$ cat src/rtl/tmr_pkg.sv
package tmr_pkg;
  localparam int unsigned CNT_W  = 16;
  localparam int unsigned BYTE_W = 8;
  localparam int unsigned N_CAP  = 2;
  localparam int unsigned N_CMP  = 2;
  localparam int unsigned ADDR_W = 4;
  localparam int unsigned N_FLAG = N_CAP + N_CMP;

  localparam logic [ADDR_W-1:0] A_CNT_HI  = 4'd0;
  localparam logic [ADDR_W-1:0] A_CNT_LO  = 4'd1;
  localparam logic [ADDR_W-1:0] A_CAP_HI0 = 4'd2;
  localparam logic [ADDR_W-1:0] A_CMP_HI0 = 4'd6;
  localparam logic [ADDR_W-1:0] A_CTRL    = 4'd10;
  localparam logic [ADDR_W-1:0] A_FLAG    = 4'd11;

  typedef enum logic [1:0] {EDGE_OFF = 2'b00, EDGE_RISE = 2'b01,
                            EDGE_FALL = 2'b10, EDGE_BOTH = 2'b11} edge_sel_e;
  typedef enum logic [1:0] {ACT_NONE = 2'b00, ACT_SET = 2'b01,
                            ACT_CLR = 2'b10, ACT_TGL = 2'b11} cmp_act_e;
endpackage

$ cat src/rtl/tmr_cap_ch.sv
module tmr_cap_ch
  import tmr_pkg::*;
(
  input  logic             clk_i,
  input  logic             rst_ni,
  input  logic             pin_i,
  input  edge_sel_e        edge_sel_i,
  input  logic [CNT_W-1:0] cnt_i,
  input  logic             rd_hi_i,
  input  logic             rd_lo_i,
  output logic [CNT_W-1:0] cap_o,
  output logic             hold_o,
  output logic             evt_o
);
  logic pin_q, rise, fall, hit;

  assign rise = pin_i & ~pin_q;
  assign fall = ~pin_i & pin_q;

  always_comb begin
    unique case (edge_sel_i)
      EDGE_RISE: hit = rise;
      EDGE_FALL: hit = fall;
      EDGE_BOTH: hit = rise | fall;
      default:   hit = 1'b0;
    endcase
  end

  // a high-byte read in the same cycle already freezes the register
  assign evt_o = hit & ~hold_o & ~rd_hi_i;

  always_ff @(posedge clk_i or negedge rst_ni) begin
    if (!rst_ni) begin
      pin_q  <= 1'b0;
      cap_o  <= '0;
      hold_o <= 1'b0;
    end else begin
      pin_q <= pin_i;
      if (evt_o) cap_o <= cnt_i;
      if (rd_hi_i)      hold_o <= 1'b1;
      else if (rd_lo_i) hold_o <= 1'b0;
    end
  end
endmodule

$ cat src/rtl/tmr_cmp_ch.sv
module tmr_cmp_ch
  import tmr_pkg::*;
(
  input  logic              clk_i,
  input  logic              rst_ni,
  input  logic              tick_i,
  input  logic [CNT_W-1:0]  cnt_nxt_i,
  input  cmp_act_e          act_i,
  input  logic              wr_hi_i,
  input  logic              wr_lo_i,
  input  logic [BYTE_W-1:0] wdata_i,
  output logic [CNT_W-1:0]  cmp_o,
  output logic              hold_o,
  output logic              evt_o,
  output logic              pin_o
);
  assign evt_o = tick_i & (cnt_nxt_i == cmp_o) & ~hold_o;

  always_ff @(posedge clk_i or negedge rst_ni) begin
    if (!rst_ni) begin
      cmp_o  <= '0;
      hold_o <= 1'b0;
      pin_o  <= 1'b0;
    end else begin
      if (wr_hi_i) begin
        cmp_o[CNT_W-1:BYTE_W] <= wdata_i;
        hold_o <= 1'b1;
      end else if (wr_lo_i) begin
        cmp_o[BYTE_W-1:0] <= wdata_i;
        hold_o <= 1'b0;
      end
      if (evt_o) begin
        unique case (act_i)
          ACT_SET: pin_o <= 1'b1;
          ACT_CLR: pin_o <= 1'b0;
          ACT_TGL: pin_o <= ~pin_o;
          default: pin_o <= pin_o;
        endcase
      end
    end
  end
endmodule

$ cat src/rtl/tmr_capcmp.sv
module tmr_capcmp
  import tmr_pkg::*;
(
  input  logic              clk_i,
  input  logic              rst_ni,
  input  logic              tick_i,
  input  logic              re_i,
  input  logic              we_i,
  input  logic [ADDR_W-1:0] addr_i,
  input  logic [BYTE_W-1:0] wdata_i,
  output logic [BYTE_W-1:0] rdata_o,
  input  logic [N_CAP-1:0]  cap_pin_i,
  output logic [N_CMP-1:0]  cmp_pin_o
);
  logic [CNT_W-1:0]  cnt_q, cnt_nxt;
  logic [BYTE_W-1:0] lo_lat_q, ctrl_q;
  logic              lo_lat_v_q;
  logic [N_FLAG-1:0] flags_q, flag_set, flag_clr;
  logic [N_CAP-1:0][CNT_W-1:0] cap_val;
  logic [N_CMP-1:0][CNT_W-1:0] cmp_val;
  logic [N_CAP-1:0]  cap_hold, cap_evt;
  logic [N_CMP-1:0]  cmp_hold, cmp_evt;

  assign cnt_nxt  = cnt_q + 1'b1;
  assign flag_set = {cmp_evt, cap_evt};
  assign flag_clr = (we_i && addr_i == A_FLAG) ? wdata_i[N_FLAG-1:0] : '0;

  always_ff @(posedge clk_i or negedge rst_ni) begin
    if (!rst_ni) begin
      cnt_q      <= '0;
      lo_lat_q   <= '0;
      lo_lat_v_q <= 1'b0;
      ctrl_q     <= '0;
      flags_q    <= '0;
    end else begin
      if (tick_i) cnt_q <= cnt_nxt;
      if (re_i && addr_i == A_CNT_HI) begin
        lo_lat_q   <= cnt_q[BYTE_W-1:0];
        lo_lat_v_q <= 1'b1;
      end else if (re_i && addr_i == A_CNT_LO) begin
        lo_lat_v_q <= 1'b0;
      end
      if (we_i && addr_i == A_CTRL) ctrl_q <= wdata_i;
      flags_q <= (flags_q & ~flag_clr) | flag_set;
    end
  end

  for (genvar i = 0; i < N_CAP; i++) begin : g_cap
    localparam logic [ADDR_W-1:0] HI = A_CAP_HI0 + ADDR_W'(2 * i);
    tmr_cap_ch u_cap (
      .clk_i      (clk_i),
      .rst_ni     (rst_ni),
      .pin_i      (cap_pin_i[i]),
      .edge_sel_i (edge_sel_e'(ctrl_q[2*i +: 2])),
      .cnt_i      (cnt_q),
      .rd_hi_i    (re_i && addr_i == HI),
      .rd_lo_i    (re_i && addr_i == HI + 1'b1),
      .cap_o      (cap_val[i]),
      .hold_o     (cap_hold[i]),
      .evt_o      (cap_evt[i])
    );
  end

  for (genvar j = 0; j < N_CMP; j++) begin : g_cmp
    localparam logic [ADDR_W-1:0] HI = A_CMP_HI0 + ADDR_W'(2 * j);
    tmr_cmp_ch u_cmp (
      .clk_i     (clk_i),
      .rst_ni    (rst_ni),
      .tick_i    (tick_i),
      .cnt_nxt_i (cnt_nxt),
      .act_i     (cmp_act_e'(ctrl_q[2*N_CAP + 2*j +: 2])),
      .wr_hi_i   (we_i && addr_i == HI),
      .wr_lo_i   (we_i && addr_i == HI + 1'b1),
      .wdata_i   (wdata_i),
      .cmp_o     (cmp_val[j]),
      .hold_o    (cmp_hold[j]),
      .evt_o     (cmp_evt[j]),
      .pin_o     (cmp_pin_o[j])
    );
  end

  always_comb begin
    unique case (addr_i)
      4'd0:    rdata_o = cnt_q[CNT_W-1:BYTE_W];
      4'd1:    rdata_o = lo_lat_v_q ? lo_lat_q : cnt_q[BYTE_W-1:0];
      4'd2:    rdata_o = cap_val[0][CNT_W-1:BYTE_W];
      4'd3:    rdata_o = cap_val[0][BYTE_W-1:0];
      4'd4:    rdata_o = cap_val[1][CNT_W-1:BYTE_W];
      4'd5:    rdata_o = cap_val[1][BYTE_W-1:0];
      4'd6:    rdata_o = cmp_val[0][CNT_W-1:BYTE_W];
      4'd7:    rdata_o = cmp_val[0][BYTE_W-1:0];
      4'd8:    rdata_o = cmp_val[1][CNT_W-1:BYTE_W];
      4'd9:    rdata_o = cmp_val[1][BYTE_W-1:0];
      4'd10:   rdata_o = ctrl_q;
      4'd11:   rdata_o = {{(BYTE_W-N_FLAG){1'b0}}, flags_q};
      default: rdata_o = '0;
    endcase
  end
endmodule

$ cat config.mk
export PLATFORM = sky130hd
export DESIGN_NAME = tmr_capcmp
export DESIGN_NICKNAME = d
export VERILOG_FILES = /design/src/rtl/tmr_pkg.sv /design/src/rtl/tmr_cap_ch.sv /design/src/rtl/tmr_cmp_ch.sv /design/src/rtl/tmr_capcmp.sv
export SDC_FILE = /design/constraint.sdc
export NUM_CORES = 1
export LEC_CHECK = 0
export CORE_MARGIN = 5
export CORE_UTILIZATION = 40
export CTS_CLUSTER_DIAMETER = 80
export DETAILED_ROUTE_END_ITERATION = 10
export DONT_BUFFER_PORTS = 1
export MAX_ROUTING_LAYER = met4
export SYNTH_ARGS = -nofsm -noshare
export SYNTH_HDL_FRONTEND = slang
export SYNTH_SLANG_ARGS = --single-unit
$ cat constraint.sdc
create_clock -name clk_i -period 2.65 [get_ports clk_i]
set_clock_uncertainty 0.05 [all_clocks]
set_input_delay 0.265 -clock clk_i [delete_from_list [all_inputs] [get_ports clk_i]]
set_output_delay 0.265 -clock clk_i [all_outputs]
set_load 0.005 [all_outputs]
# Word-level counts from Yosys, hierarchy flattened
# Cells that the tools add are included.
# classes
n_mux	17
n_eq_ne	25
n_reduce_logical	24
addsub	1
bitwise_logic	31
# ops
op	n
one-hot mux 8 bit (12 select lines)	1
== test 16 bit	2
adder 16 x 1 -> 16 bit, second input constant	1
== test 2 bit, second input constant	8
== test 4 x 3 -> 1 bit, second input constant	4
== test 4 bit, second input constant	4
inverter 1 bit	14
AND 1 bit	12
logical AND 1 bit	12
one-hot mux 1 bit (3 select lines)	4
2-to-1 mux 1 bit	10
nonzero test 2 bit	5
== test 2 x 1 -> 1 bit, second input constant	4
== test 4 x 2 -> 1 bit, second input constant	2
2-to-1 mux 8 bit	1
AND reduction 2 bit	4
nonzero test 3 bit	2
AND 4 bit	1
== test 4 x 1 -> 1 bit, second input constant	1
zero test 4 bit	1
2-to-1 mux 4 bit	1
inverter 4 bit	1
OR 4 bit	1
OR 1 bit	2
# totals
word_cells	117
output_inout_bits	10
ff_bits	109

# Depth between registers and ports, before layout
# logic_depth
word_depth	7
ltp_mapped	9
mapped_depth_nobuf	8

# Cells and area by module
# Synthesis repeated with hierarchy kept, for this count alone.
# unflattened
hier_cells	524
area_unflattened_um2	6165.9
# modules_own_cells
mod	instances	cells_per_inst	area_each_um2
tmr_capcmp	1	298	2807.7
tmr_cmp_ch	2	67	897.1
tmr_cap_ch	2	46	782.0

# Worst setup path after synthesis
# No wires, ideal clock.
# synth_timing
path_kind	reg-to-reg
start	reg cnt_q[0]
end	reg g_cmp[1].u_cmp.pin_o
path_slack_ns	-0.240
t_arrival_ns	2.716
setup_time_ns	0.125
stages_incl_launch_ff	9
n_path_buf	0
required_time_ns	2.475
synth_period_minus_slack_ns	2.890
cell_sequence	dfrtp_1 ha_1 xor2_1 a21oi_1 nand4b_1 or4_1 or4_1 or4_1 mux2_2
# synth_via
elab_chain_len	5
# synth_rtl
item	line	source
start, declared	tmr_capcmp.sv:15	logic [CNT_W-1:0] cnt_q, cnt_nxt;
start signal, assigned	tmr_capcmp.sv:36	if (tick_i) cnt_q <= cnt_nxt;
adder 16 x 1 -> 16 bit	tmr_capcmp.sv:24	assign cnt_nxt = cnt_q + 1'b1;
via cnt_nxt[1]	tmr_capcmp.sv:15	
== test 16 bit	tmr_cmp_ch.sv:17	assign evt_o = tick_i & (cnt_nxt_i == cmp_o) & ~hold_o;
AND 1 bit (2 in series)	tmr_cmp_ch.sv:17	
AND reduction 2 bit (no line)	-	
end signal, assigned	tmr_cmp_ch.sv:36	ACT_TGL: pin_o <= ~pin_o;
end signal, assigned	tmr_cmp_ch.sv:37	default: pin_o <= pin_o;
end, declared	tmr_cmp_ch.sv:15	output logic pin_o
# The timed path passes the listed nets, and every way through them passes these cells.
# A chain may end at the register's enable or synchronous reset.

# Worst setup path in the final report
# layout_timing
start	reg cnt_q[1]
end	reg g_cmp[1].u_cmp.pin_o
# The elaborated chain is that of the path after synthesis.

==> metrics <==
port buffer count=0; Max Slew Vio Count=0; worst path bufs/invs=0; Worst Tran Pin Value=about 0.7 ns; slowest cell on the critical path=or4_4; asr flop ratio synth=1.00; final core occ=0.494; max-cap violations=0; Hold Slack=-0.459 ns; RSZ-0062 raised after global routing=yes; failing checks=negative hold slack, negative setup slack; Syn Area/Cell=10.8 sq um; TritonCTS clock tree=done; die width=~130 um; CTS buffer count=9; die area=0.0181 sq mm; post-synth top area cell=dfrtp_1; Synth top cells by count=109 x dfrtp_1, 82 x mux2_2, 50 x nand2_1; CP max stage delay=0.50 ns; Ys Warns=0; Seq/Total Area, Yosys=0.440; clock sinks=approximately 110; Syn Nets=approximately 600; worst reg2reg path depth=8; Core Area=around 0.015 sq mm; io pins=29; Area contributors post-synth=dfrtp_1 44%, mux2_2 15%, xnor2_1 4.4%; flop2flop setup slack=-0.21 ns; final std cells w/o fill=843; Net count, final=674; Hold Path Class=in2async; top cell type's share of synthesized area=0.440; vias in the first global route=between 4k and 5k; critical path endpoint category=flip-flop; beginning of the critical path=cnt_q[1]; clk_lat worst skew=0.36 ns; Power Dens Cells=between 700 and 800 mW/mm^2; Tot Pwr=about 5900 uW; post-placement cell count=~800; gr ovfl total=0; final setup TNS=-0.208 ns; clk slew on worst S/H paths=around 0.080 ns; setup ws final=-0.208 ns; vias per std cell=roughly 6.0; Final Setup Violations=1; DRC=0; Die Ht=~130 um; first-pass GRT wire length=a little over 30000 um; Crit. path cell count=8; Leak=around 0.0033 uW; most frequent cell after synthesis=dfrtp_1; H-tree depth=3; FF+latch count, synth=~110; end point of the critical path=g_cmp[1].u_cmp.pin_o; share of cells above drive strength 1=0.334; ys flop type=dfrtp_1; Worst VDD drop=0.000347 V; # diodes=0; RR Startpoint=cnt_q[1]; Post-synth EDFFs=0; Crit path arrival time=around 3.1 ns; Post-Synthesis Cell Area=a little over 0.006 sq mm; fin crit share=1.08; vias=roughly 5.0k; maximum clock path buffer count=2; worst path cell trace=ha_4, xor2_1, a21oi_2, nand4b_1, or4_4, or4_4, or4_1, mux2_4; RR Endpoint=g_cmp[1].u_cmp.pin_o; GP Congestion=0.934; Final Hold Viols=~110; Startpoint Class=flip-flop; Detailed Routing Iterations Pass 1=7; fmax=~0.35 GHz; Final min period=2.86 ns; number of fill cells=around 1.4k; initial core utilization=0.408; Cells after Synth=574; Area growth syn-to-layout=21.2%; clk root buf=clkbuf_16; most used cell, CP=or4_4; Crit path max-delay family=simple AND/OR/NAND/NOR gates; Total GRT Usage=0.236; crit path kind=reg2reg; final wirelength=roughly 20000 um; Wirelength per Cell=about 24 um; largest net degree at the start of global routing=110; largest fanout on the critical path=3; Starting DRT DRC Count=604; initial antenna violation count=0; DP HPWL=roughly 14000 um; Relative slew margins=0.535; # rows=between 40 and 50; status=finished, violations left; worst endpoint required time=between 2 and 3 ns; Routed Antenna Nets=0; synth unique cells=between 60 and 70
[how the worst min path moves through the flow]
stage | end | cells after the start
after floorplan | cnt_q[0] | 0
after global placement | cnt_q[15] | 0
after detailed placement | cnt_q[13] | 0
after CTS | cnt_q[5] | 0
after global routing | g_cmp[1].u_cmp.cmp_o[4] | 0
final | cnt_q[5] | 0
[power breakdown]
group | total (uW) | switching (uW) | internal (uW) | leakage, uW
sequential | 2420 | 386 | 2030 | 0.00137
combinational | 1930 | 903 | 1030 | 0.00179
clock | 1540 | 689 | 848 | 0.000161
total | 5880 | 1980 | 3910 | 0.00332
[worst register-to-register path: cells and delay by family, from the launching register on]
kind	cells	cell delay, ns
simple gates	4	1.44
flops	1	0.46
mux	1	0.27
fa+ha+maj	1	0.26
xor+xnor	1	0.17
compound gates	1	0.11
[metrics by stage]
stage	instance area [sq um]	worst slack [ns]
6_report	7510	-0.208
4_1_cts	7370	-0.206
2_1_floorplan	6230	-0.110
3_3_place_gp	6880	-0.270
3_5_place_dp	6880	-0.301
5_1_grt	7510	-0.308
[routing by layer]
metal	global-route usage	vias to the layer above	routed length [um]
met4	0.0803	0	613
met3	0.0365	47	1520
met5	-	-	0
li1	-	2234	-
met2	0.367	228	9570
met1	0.317	2519	8440
[kinds of logic after synthesis]
kind of cell | share of synthesized area
AND/OR/NAND/NOR | 0.141
flip-flops | 0.440
AO/OA/AOI/OAI | 0.112
multiplexers | 0.174
buffers and inverters | 0.0392
XOR/XNOR | 0.0834
adder cells (fa/ha/maj) | 0.0101
[cell usage in the layout (no fill, tap or decap), drive strengths merged, types with 10 or more instances in the layout]
cell,n
a21oi,17
buf,90
dfrtp,109
dlygate4sd3,13
inv,18
mux2,82
mux2i,13
nand2,51
nand3,20
nor2,32
nor2b,12
nor3,10
o21ai,21
xnor2,31
xor2,15
[state kept, by name, indices dropped and copies added, names as in the netlist, 2 cells and up]
signal,count
g_cmp.u_cmp.cmp_o,32
ctrl_q,8
lo_lat_q,8
flags_q,4
g_cmp.u_cmp.pin_o,2
g_cap.u_cap.hold_o,2
cnt_q,16
g_cap.u_cap.cap_o,32
g_cmp.u_cmp.hold_o,2
g_cap.u_cap.pin_q,2
[timing repair]
action	in CTS	in global routing
hold buffers	12	1
setup buffers	2	11
pin swaps	5	6
hold endpoints to repair	145	112
endpoints found under the setup margin	4	4
resized for setup	7	13
[cell type report]
type	count	area, sq um	area share
inverter	15	56.3	0.00750
multi-input combinational	412	3320	0.442
tap	188	235	0.0313
clock buffer	9	225	0.0300
timing repair buffer	103	833	0.111
sequential	109	2730	0.364
clock inverter	7	106	0.0142
No activity file was read; power rests on OpenSTA's default activity.
